<file path="config.mk">
export PLATFORM = sky130hd
export DESIGN_NAME = wdog_timer
export DESIGN_NICKNAME = d
export VERILOG_FILES = /design/src/rtl/wdog_pkg.sv /design/src/rtl/wdog_regs.sv /design/src/rtl/wdog_counter.sv /design/src/rtl/wdog_event.sv /design/src/rtl/wdog_timer.sv
export SDC_FILE = /design/constraint.sdc
export NUM_CORES = 1
export LEC_CHECK = 0
export BUFFER_PORTS_ARGS = -buffer_cell sky130_fd_sc_hd__buf_2
export CELL_PAD_IN_SITES_DETAIL_PLACEMENT = 0
export CELL_PAD_IN_SITES_GLOBAL_PLACEMENT = 1
export CORE_UTILIZATION = 41
export CTS_CLUSTER_DIAMETER = 40
export DETAILED_ROUTE_END_ITERATION = 6
export PLACE_DENSITY = 0.9
export SYNTH_ARGS = -nofsm -noshare
export SYNTH_HDL_FRONTEND = slang
export SYNTH_SLANG_ARGS = --single-unit
</file>
<file path="constraint.sdc">
create_clock -name clk -period 3.7 [get_ports clk]
set_clock_uncertainty 0.2 [all_clocks]
set_input_delay 0.185 -clock clk [delete_from_list [all_inputs] [get_ports clk]]
set_output_delay 0.185 -clock clk [all_outputs]
set_load 0.01 [all_outputs]
</file>
<file path="src/rtl/wdog_pkg.sv">
package wdog_pkg;

    localparam logic [15:0] RESTART_KEY = 16'h4755;

    localparam logic [3:0] OFF_COUNT   = 4'h0;
    localparam logic [3:0] OFF_RELOAD  = 4'h4;
    localparam logic [3:0] OFF_RESTART = 4'h8;
    localparam logic [3:0] OFF_CTRL    = 4'hC;

    typedef enum logic [1:0] {
        SCOPE_SOC  = 2'd0,
        SCOPE_FULL = 2'd1,
        SCOPE_CPU  = 2'd2
    } scope_e;

    // bit 7 .. bit 0
    typedef struct packed {
        logic       boot_swap;
        logic [1:0] scope;
        logic       tick_sel;
        logic       ext_en;
        logic       irq_en;
        logic       rst_en;
        logic       run;
    } ctrl_t;

    function automatic scope_e map_scope(input logic [1:0] field);
        case (field)
            2'b00:   return SCOPE_SOC;
            2'b01:   return SCOPE_FULL;
            default: return SCOPE_CPU;
        endcase
    endfunction

endpackage

</file>
<file path="src/rtl/wdog_regs.sv">
module wdog_regs
    import wdog_pkg::*;
#(
    parameter int             DW          = 32,
    parameter int             ADDR_W      = 4,
    parameter logic [DW-1:0]  RELOAD_INIT = DW'(1000)
) (
    input  logic              clk,
    input  logic              rst,
    input  logic              bus_wr,
    input  logic [ADDR_W-1:0] bus_addr,
    input  logic [DW-1:0]     bus_wdata,
    input  logic [DW-1:0]     count,
    output logic [DW-1:0]     bus_rdata,
    output ctrl_t             ctrl,
    output logic [DW-1:0]     reload,
    output logic              restart
);
    localparam int CTRL_W = $bits(ctrl_t);

    logic sel_count, sel_reload, sel_restart, sel_ctrl;

    assign sel_count   = (bus_addr == ADDR_W'(OFF_COUNT));
    assign sel_reload  = (bus_addr == ADDR_W'(OFF_RELOAD));
    assign sel_restart = (bus_addr == ADDR_W'(OFF_RESTART));
    assign sel_ctrl    = (bus_addr == ADDR_W'(OFF_CTRL));

    assign restart = bus_wr && sel_restart && (bus_wdata == DW'(RESTART_KEY));

    always_ff @(posedge clk) begin
        if (rst) begin
            ctrl   <= '0;
            reload <= RELOAD_INIT;
        end else if (bus_wr) begin
            if (sel_ctrl)   ctrl   <= ctrl_t'(bus_wdata[CTRL_W-1:0]);
            if (sel_reload) reload <= bus_wdata;
        end
    end

    always_comb begin
        bus_rdata = '0;
        if (sel_count)       bus_rdata = count;
        else if (sel_reload) bus_rdata = reload;
        else if (sel_ctrl)   bus_rdata = DW'(ctrl);
    end

    assert_ctrl_hold_R2: assert property (@(posedge clk) disable iff (rst)
        !(bus_wr && sel_ctrl) |=> $stable(ctrl));

    assert_reload_hold_R2: assert property (@(posedge clk) disable iff (rst)
        !(bus_wr && sel_reload) |=> $stable(reload));

endmodule

</file>
<file path="src/rtl/wdog_counter.sv">
module wdog_counter #(
    parameter int             DW          = 32,
    parameter logic [DW-1:0]  RELOAD_INIT = DW'(1000)
) (
    input  logic          clk,
    input  logic          rst,
    input  logic          run,
    input  logic          tick_sel,
    input  logic          us_tick,
    input  logic          restart,
    input  logic [DW-1:0] reload,
    output logic [DW-1:0] count,
    output logic          evt
);
    logic expired;
    logic step;

    assign step = tick_sel ? us_tick : 1'b1;

    always_ff @(posedge clk) begin
        if (rst) begin
            count   <= RELOAD_INIT;
            expired <= 1'b0;
            evt     <= 1'b0;
        end else begin
            evt <= 1'b0;
            if (restart) begin
                count   <= reload;
                expired <= 1'b0;
            end else if (run && !expired && step) begin
                if (count <= DW'(1)) begin
                    count   <= '0;
                    expired <= 1'b1;
                    evt     <= 1'b1;
                end else begin
                    count <= count - DW'(1);
                end
            end
        end
    end

    assert_evt_single_R6: assert property (@(posedge clk) disable iff (rst)
        evt |=> !evt);

    assert_expired_hold_R6: assert property (@(posedge clk) disable iff (rst)
        (expired && !restart) |=> (count == '0) && !evt);

    assert_stopped_hold_R5: assert property (@(posedge clk) disable iff (rst)
        (!run && !restart) |=> $stable(count));

    assert_restart_load_R3: assert property (@(posedge clk) disable iff (rst)
        restart |=> (count == $past(reload)) && !evt);

    assert_step_dec_R4: assert property (@(posedge clk) disable iff (rst)
        (run && !expired && step && !restart && count > DW'(1))
        |=> count == $past(count) - DW'(1));

endmodule

</file>
<file path="src/rtl/wdog_event.sv">
module wdog_event
    import wdog_pkg::*;
(
    input  logic       clk,
    input  logic       rst,
    input  logic       evt,
    input  logic       rst_en,
    input  logic       irq_en,
    input  logic       ext_en,
    input  logic       swap_en,
    input  logic [1:0] scope_field,
    output logic       rst_req,
    output logic [1:0] rst_scope,
    output logic       irq,
    output logic       ext_trig,
    output logic       boot_swap
);
    scope_e scope_sel;

    assign scope_sel = map_scope(scope_field);

    assign rst_req   = evt && rst_en;
    assign irq       = evt && irq_en;
    assign ext_trig  = evt && ext_en;
    assign boot_swap = evt && swap_en;
    assign rst_scope = rst_req ? scope_sel : SCOPE_SOC;

    assert_outputs_need_evt_R7: assert property (@(posedge clk) disable iff (rst)
        (rst_req || irq || ext_trig || boot_swap) |-> evt);

    assert_scope_idle_R8: assert property (@(posedge clk) disable iff (rst)
        !rst_req |-> rst_scope == 2'd0);

    assert_scope_legal_R8: assert property (@(posedge clk) disable iff (rst)
        rst_scope != 2'd3);

endmodule

</file>
<file path="src/rtl/wdog_timer.sv">
module wdog_timer
    import wdog_pkg::*;
#(
    parameter int             DW          = 32,
    parameter int             ADDR_W      = 4,
    parameter logic [DW-1:0]  RELOAD_INIT = DW'(1000)
) (
    input  logic              clk,
    input  logic              rst,
    input  logic              us_tick,
    input  logic              bus_wr,
    input  logic [ADDR_W-1:0] bus_addr,
    input  logic [DW-1:0]     bus_wdata,
    output logic [DW-1:0]     bus_rdata,
    output logic              timeout_evt,
    output logic              rst_req,
    output logic [1:0]        rst_scope,
    output logic              irq,
    output logic              ext_trig,
    output logic              boot_swap
);
    ctrl_t         ctrl;
    logic [DW-1:0] reload;
    logic [DW-1:0] count;
    logic          restart;

    wdog_regs #(
        .DW(DW), .ADDR_W(ADDR_W), .RELOAD_INIT(RELOAD_INIT)
    ) u_regs (
        .clk(clk), .rst(rst),
        .bus_wr(bus_wr), .bus_addr(bus_addr), .bus_wdata(bus_wdata),
        .count(count), .bus_rdata(bus_rdata),
        .ctrl(ctrl), .reload(reload), .restart(restart)
    );

    wdog_counter #(
        .DW(DW), .RELOAD_INIT(RELOAD_INIT)
    ) u_cnt (
        .clk(clk), .rst(rst),
        .run(ctrl.run), .tick_sel(ctrl.tick_sel), .us_tick(us_tick),
        .restart(restart), .reload(reload),
        .count(count), .evt(timeout_evt)
    );

    wdog_event u_evt (
        .clk(clk), .rst(rst),
        .evt(timeout_evt),
        .rst_en(ctrl.rst_en), .irq_en(ctrl.irq_en),
        .ext_en(ctrl.ext_en), .swap_en(ctrl.boot_swap),
        .scope_field(ctrl.scope),
        .rst_req(rst_req), .rst_scope(rst_scope),
        .irq(irq), .ext_trig(ext_trig), .boot_swap(boot_swap)
    );

endmodule

</file>
==> results of run 1 <==
cell families (layout without fill, tap and decap cells):
| kind of cell | Yosys count | in the layout | share of synthesized area |
|---|---|---|---|
| AND/OR/NAND/NOR | 282 | 282 | 0.297 |
| AO/OA/AOI/OAI | 107 | 107 | 0.179 |
| flip-flops | 74 | 74 | 0.343 |
| buffers and inverters | 61 | 150 | 0.0666 |
| XOR/XNOR | 26 | 26 | 0.0527 |
| multiplexers | 24 | 24 | 0.0556 |
| adder cells (fa/ha/maj) | 2 | 2 | 0.00579 |
through the flow:
step / hold slack (ns) / cells / area, um2 / setup WS (ns)
2_1_floorplan: 0.103 / 576 / 4320 / 0.982
3_3_place_gp: 0.216 / 752 / 4730 / 0.650
3_5_place_dp: 0.221 / 752 / 4730 / 0.567
4_1_cts: 0.189 / 801 / 5280 / 0.535
5_1_grt: 0.221 / 801 / 5280 / 0.400
6_report: 0.201 / 801 / 5280 / 0.521
flip-flops by register name, indices dropped and copies added (netlist names):
register       flops
u_cnt.count       32
u_regs.reload     32
u_regs.ctrl        8
u_cnt.evt          1
u_cnt.expired      1
synth_stat cells, types with 3 or more instances:
library cell / n
sky130_fd_sc_hd__nor2_1: 101
sky130_fd_sc_hd__a211o_1: 10
sky130_fd_sc_hd__mux2i_1: 24
sky130_fd_sc_hd__o21ai_0: 5
sky130_fd_sc_hd__xor2_1: 24
sky130_fd_sc_hd__or4_1: 4
sky130_fd_sc_hd__or3_1: 5
sky130_fd_sc_hd__a21oi_1: 58
sky130_fd_sc_hd__nand4_1: 3
sky130_fd_sc_hd__nor4b_1: 4
sky130_fd_sc_hd__nand3_1: 12
sky130_fd_sc_hd__nor4_1: 18
sky130_fd_sc_hd__inv_1: 13
sky130_fd_sc_hd__buf_6: 6
sky130_fd_sc_hd__nand2_1: 98
sky130_fd_sc_hd__clkbuf_1: 38
sky130_fd_sc_hd__a221oi_2: 12
sky130_fd_sc_hd__dfxtp_1: 74
sky130_fd_sc_hd__o31ai_1: 3
sky130_fd_sc_hd__nand2b_1: 4
sky130_fd_sc_hd__nor3_1: 14
sky130_fd_sc_hd__and2_1: 5
sky130_fd_sc_hd__a211oi_1: 3
sky130_fd_sc_hd__a221oi_1: 13
repair_timing:
item                                    CTS  global route
hold buffers                             33             0
endpoints found under the setup margin    0             0
resized for setup                         0             0
endpoints found under the hold margin    40             0
layer usage:
layer,track usage,vias up
met5,0,-
met4,0.0845,0
met3,0.0349,15
met2,0.376,116
met1,0.297,2058
li1,-,2159
power groups by stage:
| stage | clock network (W) | registers [W] | logic, W |
|---|---|---|---|
| 3_5_place_dp | 0 | 0.000830 | 0.000112 |
| 2_1_floorplan | 0 | 0.000827 | 0.0000660 |
| 3_3_place_gp | 0 | 0.000829 | 0.000111 |
| 5_1_grt | 0.000756 | 0.000812 | 0.000152 |
| 4_1_cts | 0.000717 | 0.000811 | 0.000139 |
| 6_report | 0.000708 | 0.000811 | 0.000139 |
layout make-up:
type                    count  share of cell area
repair buffers            121               0.151
clock buffers              11              0.0268
clock inverters             5              0.0147
flip-flops and latches     74               0.281
inverters                  13             0.00924
multi-input cells         441               0.486
well taps                 136              0.0322
worst paths after layout:
kind | to | slack [ns] | from | cells past startpoint
worst max-delay path | u_cnt.count[19] | 0.52 | u_cnt.count[4] | 7
worst min-delay path | u_cnt.count[25] | 0.20 | rst | 2
worst max register to register | u_cnt.count[19] | 0.52 | u_cnt.count[4] | 7
worst min register to register | u_regs.reload[0] | 0.26 | u_regs.reload[0] | 2
==> impl_metrics.csv, run 1 <==
group,metric,value,unit
setup_path,worstPathMaxFanout,23,
global_routing,grt.overflow.total,0,
synth,ys_ff_latch,74,
drt,drt-met1-wl,5660,um
global_routing,grt_start_max_net_pins,44,
synth,yosysUniqueCellTypes,44,
drt,via_count,4348,
cells_and_area,antennaDiodeCount,0,
power,power_switching_share,0.238,
power,power_frac_seq,0.489,
drt,avgRoutedWirePerCell,15.3,um
cells_and_area,layout-drive-gt1-share,0.185,
cells_and_area,most-common-layout-cells,"sky130_fd_sc_hd__nor2_1, sky130_fd_sc_hd__nand2_1, sky130_fd_sc_hd__buf_2",
synth,ys_seq_area_frac,0.343,
clock_network,post_cts.repair.setup_buffers,0,
power,peak_supply_drop,0.000178,V
drt,totalWireLength,12200,um
run,cap_violations,0,
floorplan,chipWidth,105,um
global_routing,first_global_vias,4055,
drt,topRoutingLayerUsed,"met4",
timing,timing_max_transition_violations_final,0,
power,power_dissipated_by_switching_net_loads,0.000395,W
timing,final_min_period_over_clock_period,0.859,
setup_path,required,3.74,ns
timing,max_slew.worst_pin.slew,1.15,ns
synth,dominantRegCellSynth,"sky130_fd_sc_hd__dfxtp_1",
floorplan,fp-row-count,37,
place,dp_hpwl,8480,um
power,cellLeakagePower,2.23,nW
floorplan,die_h,105,um
floorplan,io_pins,79,
clock_network,tritoncts.num_buffers,9,
timing,slew-limit-headroom,0.235,
synth,synth.cell_area,0.00432,mm2
cells_and_area,finalCoreUtilization,0.514,
drt,met2WireLength,5770,um
timing,achievable-frequency,315,MHz
drt,detail_route.iter0.violations,237,
timing,grt_setup_unrepaired,"false",
cells_and_area,multi_input_logic_area,0.00256,mm2
synth,synthArstFlopShare,0,
timing,min_period,3.18,ns
clock_network,tritoncts_clock_tree,"yes",
timing,finalHoldViolations,0,
timing,setup_violations,0,
place,count_of_port_buffers_added_during_placement,78,
floorplan,die_area,0.0110,mm2
drt,via_per_inst,5.43,
synth,synthesis.instances,576,
outcome,run_status,"completed",
cells_and_area,final-seq-area,0.00148,mm2
cells_and_area,syn2layout_area_growth,22.2,%
power,total_power,0.00166,W
drt,drc_errors,0,
setup_path,setup.worst_path.start_class,"flip-flop",
drt,dr_wl_met3,577,um
clock_network,clock_sinks,74,
setup_path,crit_type,"reg2reg",
cells_and_area,number_of_nets_in_the_finished_design,702,
clock_network,clock_path_buffers,2,
power,internal_power_contribution,0.00126,W
setup_path,endpoint_class_of_the_critical_path,"flip-flop",
synth,synth.area.top_cells,"sky130_fd_sc_hd__dfxtp_1, sky130_fd_sc_hd__nor2_1, sky130_fd_sc_hd__nand2_1, sky130_fd_sc_hd__a21oi_1, sky130_fd_sc_hd__mux2i_1",
drt,route.antenna.remaining_nets,0,
setup_path,cp_num_buf_inv,1,
setup_path,critical-path-slowest-cell,"sky130_fd_sc_hd__or4_4",
floorplan,placeableCoreArea,0.0103,mm2
synth,synth-warning-count,0,
clock_network,clk_pin_slew_worst_paths,0.08,ns
clock_network,htree_num_levels,3,
power,comb_power_share,0.084,
power,p_per_area,314,mW/mm2
clock_network,clock_latency_at_the_later_pin_of_the_worst_skew_pair,0.37,ns
synth,yosysTopAreaCell,"sky130_fd_sc_hd__dfxtp_1",
synth,syn_area_per_cell,7.50,um2
global_routing,globalRouteTotalUtil,0.227,
global_routing,initial_antenna_violation_count,0,
synth,synth_edf_count,0,
place,place.gp.congestion,0.827,
synth,synthesis.nets,618,
clock_network,clock-root-buffer,"sky130_fd_sc_hd__clkbuf_8",
floorplan,initial_core_util,0.420,
setup_path,path_cells,"or4_4 > or3_4 > nor4_2 > nor3_4 > buf_4 > a221oi_1 > nor2_1",
setup_path,cp_top_family,"simple AND/OR/NAND/NOR gates",
power,pwr-share-clk,0.427,
timing,setup-tns-final,0,ns
drt,drtPass1Iterations,4,
global_routing,grt_pass1_wl,20000,um
cells_and_area,layout.cells.most_common,"sky130_fd_sc_hd__nor2_1",
setup_path,crit_arrival,3.22,ns
cells_and_area,num-fill-cells,1057,
synth,post-synth-top-area-fraction,0.343,
setup_path,max_stage_delay,0.60,ns
min_path,timing.hold.worst.class,"in2reg",
No activity file was read; power rests on OpenSTA's default activity.
==> inputs of run 2 (changes only) <==
- CORE_UTILIZATION: 41 -> 42
- SYNTH_HIERARCHICAL: not set -> 1
==> impl_metrics.csv, run 2 <==
group,metric,value,unit
cells_and_area,layout.cells.most_common,"sky130_fd_sc_hd__buf_2",
cells_and_area,num-fill-cells,932,
timing,setup-tns-final,0,ns
power,cellLeakagePower,2.02,nW
synth,ys_seq_area_frac,0.354,
power,power_frac_seq,0.516,
setup_path,reg2reg_from,"u_cnt/count[15]",
synth,ys_ff_latch,74,
drt,dr_wl_met3,1140,um
setup_path,path_cells,"dlygate4sd3_1 > buf_2 > nor4_1 > nand4_1 > nor3_2 > inv_1 > o21a_1 > or3b_4 > o41ai_1 > a21oi_1 > a21o_1",
clock_network,post_cts.repair.setup_buffers,0,
clock_network,htree_num_levels,3,
power,peak_supply_drop,0.000137,V
synth,top_count_cell_post_synth,"sky130_fd_sc_hd__dfxtp_1",
min_path,capture_endpoint_of_the_worst_hold_path,"u_cnt/count[14]",
drt,drc_errors,2,
clock_network,clk_pin_slew_worst_paths,0.08,ns
cells_and_area,most-common-layout-cells,"sky130_fd_sc_hd__buf_2, sky130_fd_sc_hd__dfxtp_1, sky130_fd_sc_hd__nand2b_1",
floorplan,fp-row-count,36,
synth,synth-warning-count,6,
timing,setup_violations,0,
min_path,timing.hold.worst.start,"rst",
synth,syn_area_per_cell,8.60,um2
synth,synth.area.top_cells,"sky130_fd_sc_hd__dfxtp_1, sky130_fd_sc_hd__nand2b_1, sky130_fd_sc_hd__nand4b_1, sky130_fd_sc_hd__a22o_1, sky130_fd_sc_hd__o21ai_0",
global_routing,grt_start_max_net_pins,62,
floorplan,initial_core_util,0.430,
setup_path,cp_num_buf_inv,3,
place,dp_worst_setup_slack,0.648,ns
timing,slew-limit-headroom,0.344,
global_routing,first_global_vias,3960,
synth,yosysTopAreaCell,"sky130_fd_sc_hd__dfxtp_1",
timing,min_period,3.29,ns
run,cap_violations,0,
timing,achievable-frequency,304,MHz
cells_and_area,layout-drive-gt1-share,0.203,
power,pwr-share-clk,0.391,
global_routing,grt.overflow.total,0,
synth,yosys-top-cells-count,"sky130_fd_sc_hd__dfxtp_1, sky130_fd_sc_hd__nand2b_1, sky130_fd_sc_hd__nand2_1",
synth,post-synth-top-area-fraction,0.354,
clock_network,clock_sinks,74,
clock_network,clock_path_buffers,2,
power,p_per_area,306,mW/mm2
setup_path,crit_arrival,3.35,ns
floorplan,die_area,0.0104,mm2
cells_and_area,multi_input_logic_area,0.00250,mm2
setup_path,endpoint_class_of_the_critical_path,"flip-flop",
synth,synthArstFlopShare,0,
timing,finalHoldViolations,0,
cells_and_area,biggest_regs,"u_cnt/count (32), u_regs/reload (32), u_regs/ctrl (8)",
synth,synth_edf_count,0,
global_routing,globalRouteTotalUtil,0.253,
setup_path,reg2reg_slack,0.98,ns
place,dp_hpwl,8580,um
timing,grt_setup_unrepaired,"false",
outcome,failed_checks,"design-rule violations",
drt,avgRoutedWirePerCell,17.7,um
floorplan,io_pins,79,
clock_network,clock-root-buffer,"sky130_fd_sc_hd__clkbuf_8",
power,power_switching_share,0.249,
clock_network,tritoncts_clock_tree,"yes",
synth,yosysUniqueCellTypes,54,
drt,drtPass1Iterations,7,
place,place_inst,670,
setup_path,setup.worst_path.start_class,"input pin",
synth,dominantRegCellSynth,"sky130_fd_sc_hd__dfxtp_1",
drt,via_per_inst,5.92,
drt,totalWireLength,12700,um
place,place.gp.congestion,0.871,
cells_and_area,number_of_nets_in_the_finished_design,622,
cells_and_area,final-seq-area,0.00148,mm2
timing,final_min_period_over_clock_period,0.890,
clock_network,ctsResizeCount,0,
floorplan,chipWidth,102,um
place,count_of_port_buffers_added_during_placement,78,
cells_and_area,finalCoreUtilization,0.529,
drt,route.antenna.remaining_nets,0,
drt,detail_route.iter0.violations,405,
setup_path,crit_type,"in2reg",
setup_path,required,3.75,ns
outcome,run_status,"finished, violations left",
global_routing,grt_pass1_wl,20100,um
timing,final_ws_setup,0.408,ns
drt,topRoutingLayerUsed,"met4",
cells_and_area,stdcell_count,718,
synth,synth.cell_area,0.00419,mm2
synth,synthesis.nets,529,
min_path,timing.hold.worst.class,"in2reg",
synth,synthesis.instances,487,
drt,via_count,4253,
global_routing,initial_antenna_violation_count,0,
setup_path,r2r.worst_path.cells,6,
setup_path,worstPathMaxFanout,13,
power,power_dissipated_by_switching_net_loads,0.000392,W
drt,met2WireLength,5570,um
cells_and_area,syn2layout_area_growth,23.0,%
clock_network,holdBufCountCts,32,
setup_path,cp_top_family,"simple AND/OR/NAND/NOR gates",
drt,drt-met1-wl,5670,um
setup_path,r2r-end,"u_cnt/count[22]",
clock_network,tritoncts.num_buffers,9,
timing,max_slew.worst_pin.slew,0.984,ns
timing,timing_max_transition_violations_final,0,
power,internal_power_contribution,0.00118,W
setup_path,max_stage_delay,0.55,ns
setup_path,critical-path-slowest-cell,"sky130_fd_sc_hd__dlygate4sd3_1",
cells_and_area,antennaDiodeCount,0,
clock_network,clock_latency_at_the_later_pin_of_the_worst_skew_pair,0.36,ns
min_path,hold_path_depth,2,
floorplan,die_h,102,um
power,comb_power_share,0.092,
floorplan,placeableCoreArea,0.00973,mm2
==> run 2: changes by cell type after synthesis, sizes merged, moves of 26 or more <==
cell	change
a21oi	-41
nand4b	+26
nand2	-67
nand2b	+38
nor2	-78
o21ai	+40
==> run 2: layout make-up <==
| type | count | share of cell area |
|---|---|---|
| tap | 133 | 0.0323 |
| clock buffer | 11 | 0.0255 |
| sequential | 74 | 0.288 |
| clock inverter | 5 | 0.0107 |
| multi-input combinational | 363 | 0.485 |
| timing repair buffer | 117 | 0.148 |
| inverter | 15 | 0.0109 |
==> run 2: stage by stage <==
stage,total power (W),hold WS (ns),cell area (um2)
3_5_place_dp,0.000949,0.272,4640
3_3_place_gp,0.000947,0.265,4640
4_1_cts,0.00158,0.0604,5150
6_report,0.00158,0.0661,5150
5_1_grt,0.00164,0.129,5150
2_1_floorplan,0.000897,0.151,4190
==> run 2: power by group through the flow <==
stage	clock (W)	combinational, W	sequential, W
floorplan	0	0.0000693	0.000828
global placement	0	0.000115	0.000832
detailed placement	0	0.000117	0.000832
CTS	0.000625	0.000142	0.000813
global route	0.000663	0.000158	0.000815
finish	0.000617	0.000146	0.000814
==> run 2: worst max path at each step <==
stage | start | to | slack, ns | cells after the start
after global placement | bus_wdata[20] | u_cnt/count[22] | 0.74 | 10
after floorplan | bus_wr | u_cnt/count[22] | 1.24 | 11
after detailed placement | bus_wdata[20] | u_cnt/count[22] | 0.65 | 10
final | bus_wdata[20] | u_cnt/count[22] | 0.41 | 11
after CTS | bus_wdata[20] | u_cnt/count[22] | 0.47 | 11
after global routing | bus_wdata[20] | u_cnt/count[22] | 0.25 | 11
==> run 2: metal layers <==
layer / global-route usage / up-vias
met5: 0 / -
met4: 0.109 / 0
met3: 0.0499 / 28
met2: 0.386 / 217
met1: 0.349 / 2003
li1: - / 2005
==> run 2: logic make-up (layout without fill, tap and decap cells) <==
kind of cell | Yosys count | in the layout | share of synthesized area
AO/OA/AOI/OAI | 123 | 123 | 0.201
flip-flops | 74 | 74 | 0.354
buffers and inverters | 50 | 148 | 0.0529
adder cells (fa/ha/maj) | 2 | 2 | 0.00598
XOR/XNOR | 20 | 20 | 0.0418
multiplexers | 9 | 9 | 0.0215
AND/OR/NAND/NOR | 209 | 209 | 0.323
==> run 2: worst register-to-register path, delay by kind of cell, from the launching register on <==
| kind | cells | cell delay (ns) |
|---|---|---|
| compound gates | 3 | 0.62 |
| flops | 1 | 0.40 |
| simple gates | 3 | 1.40 |
==> inputs of run 3 (changes only) <==
- CELL_PAD_IN_SITES_DETAIL_PLACEMENT: 0 -> 1
==> impl_metrics.csv, run 3 (synthesized netlist as in run 2, its figures left out) <==
group,metric,value,unit
outcome,run_status,"completed",
drt,drtPass1Iterations,7,
setup_path,crit_type,"in2reg",
clock_network,htree_num_levels,3,
setup_path,setup.worst_path.start_class,"input pin",
cells_and_area,syn2layout_area_growth,23.0,%
setup_path,path_cells,"dlygate4sd3_1 > buf_2 > nor4_1 > nand4_1 > nor3_2 > inv_1 > o21a_1 > or3b_4 > o41ai_1 > a21oi_1 > a21o_1",
setup_path,crit_arrival,3.49,ns
power,cellLeakagePower,2.03,nW
drt,topRoutingLayerUsed,"met4",
clock_network,ctsResizeCount,0,
timing,slew-limit-headroom,0.313,
drt,via_count,4451,
place,count_of_port_buffers_added_during_placement,78,
timing,min_period,3.43,ns
timing,max_slew.worst_pin.slew,1.03,ns
timing,grt_setup_unrepaired,"false",
timing,hold_ws,0.0990,ns
drt,dr_wl_met3,1050,um
drt,detail_route.iter0.violations,425,
min_path,timing.hold.worst.class,"in2reg",
timing,achievable-frequency,292,MHz
cells_and_area,num-fill-cells,1204,
global_routing,globalRouteTotalUtil,0.295,
floorplan,chipWidth,102,um
cells_and_area,final-seq-area,0.00148,mm2
drt,met2WireLength,7080,um
floorplan,die_area,0.0104,mm2
setup_path,critical-path-slowest-cell,"sky130_fd_sc_hd__dlygate4sd3_1",
global_routing,grt.overflow.total,0,
floorplan,placeableCoreArea,0.00973,mm2
cells_and_area,multi_input_logic_area,0.00250,mm2
power,p_per_area,305,mW/mm2
global_routing,grt_pass1_wl,23200,um
floorplan,fp-row-count,36,
global_routing,initial_antenna_violation_count,0,
floorplan,io_pins,79,
cells_and_area,layout-drive-gt1-share,0.207,
timing,final_ws_setup,0.274,ns
floorplan,initial_core_util,0.430,
run,cap_violations,0,
timing,setup-tns-final,0,ns
timing,timing_max_transition_violations_final,0,
drt,totalWireLength,14900,um
clock_network,holdBufCountCts,32,
clock_network,tritoncts_clock_tree,"yes",
drt,drc_errors,0,
clock_network,clock-root-buffer,"sky130_fd_sc_hd__clkbuf_8",
setup_path,endpoint_class_of_the_critical_path,"flip-flop",
setup_path,worstPathMaxFanout,13,
timing,final_min_period_over_clock_period,0.926,
clock_network,clock_sinks,74,
drt,via_per_inst,6.20,
setup_path,cp_top_family,"simple AND/OR/NAND/NOR gates",
setup_path,max_stage_delay,0.53,ns
clock_network,clock_latency_at_the_later_pin_of_the_worst_skew_pair,0.37,ns
cells_and_area,antennaDiodeCount,0,
clock_network,clock_path_buffers,2,
place,dp_hpwl,9910,um
timing,setup_violations,0,
cells_and_area,layout.cells.most_common,"sky130_fd_sc_hd__buf_2",
setup_path,r2r.worst_path.cells,6,
clock_network,clk_pin_slew_worst_paths,0.09,ns
cells_and_area,most-common-layout-cells,"sky130_fd_sc_hd__buf_2, sky130_fd_sc_hd__dfxtp_1, sky130_fd_sc_hd__nand2b_1",
drt,route.antenna.remaining_nets,0,
power,peak_supply_drop,0.000150,V
clock_network,tritoncts.num_buffers,9,
place,dp_worst_setup_slack,0.556,ns
cells_and_area,biggest_regs,"u_cnt/count (32), u_regs/reload (32), u_regs/ctrl (8)",
timing,finalHoldViolations,0,
setup_path,cp_num_buf_inv,3,
drt,avgRoutedWirePerCell,20.7,um
cells_and_area,finalCoreUtilization,0.529,
global_routing,first_global_vias,4457,
setup_path,required,3.77,ns
clock_network,post_cts.repair.setup_buffers,0,
global_routing,grt_start_max_net_pins,62,
floorplan,die_h,102,um
place,place.gp.congestion,0.871,
drt,drt-met1-wl,6390,um
setup_path,timing.critical_path.depth,11,
cells_and_area,number_of_nets_in_the_finished_design,622,
min_path,hold_path_depth,2,
## run 3: cell types whose count changed in the layout (fill, tap and decap cells not counted), sizes merged
cell      change
bufinv        -1
clkinvlp      -1
clkbuf        -2
inv           +4
## run 3: final timing paths
| kind | from | to | slack, ns |
|---|---|---|---|
| worst max register to register | u_cnt/count[15] | u_cnt/count[22] | 0.91 |
| worst max-delay path | bus_wdata[20] | u_cnt/count[22] | 0.27 |
| worst min-delay path | rst | u_cnt/count[14] | 0.1 |
| worst min register to register | u_regs/reload[13] | u_cnt/count[13] | 0.29 |
## run 3: cell type report
| type | instances | share of cell area |
|---|---|---|
| multi-input cells | 363 | 0.485 |
| clock inverters | 7 | 0.0114 |
| well taps | 133 | 0.0323 |
| clock buffers | 9 | 0.0241 |
| flip-flops and latches | 74 | 0.288 |
| inverters | 15 | 0.0109 |
| repair buffers | 117 | 0.148 |
## run 3: per-layer routing
metal  GRT usage  up-vias
met5           0        -
met4       0.108        0
met3      0.0588       35
met2       0.488      209
met1       0.382     2202
li1            -     2005
## run 3: report_power, final
group / switching [W] / internal, W
sequential: 0.0000110 / 0.000804
combinational: 0.0000785 / 0.0000713
clock: 0.000352 / 0.000255
total: 0.000441 / 0.00113
## run 3: per-stage QoR
step	instance area (um2)	instances	power [W]
2_1_floorplan	4190	487	0.000897
3_3_place_gp	4640	670	0.000947
3_5_place_dp	4640	670	0.000952
4_1_cts	5150	718	0.00158
5_1_grt	5150	718	0.00163
6_report	5150	718	0.00157
## run 3: worst reg2reg max path: cells and delay by family, from the launching register on
family,cells,cell delay [ns]
AO/OA/AOI/OAI,3,0.66
flip-flops,1,0.41
AND/OR/NAND/NOR,3,1.44
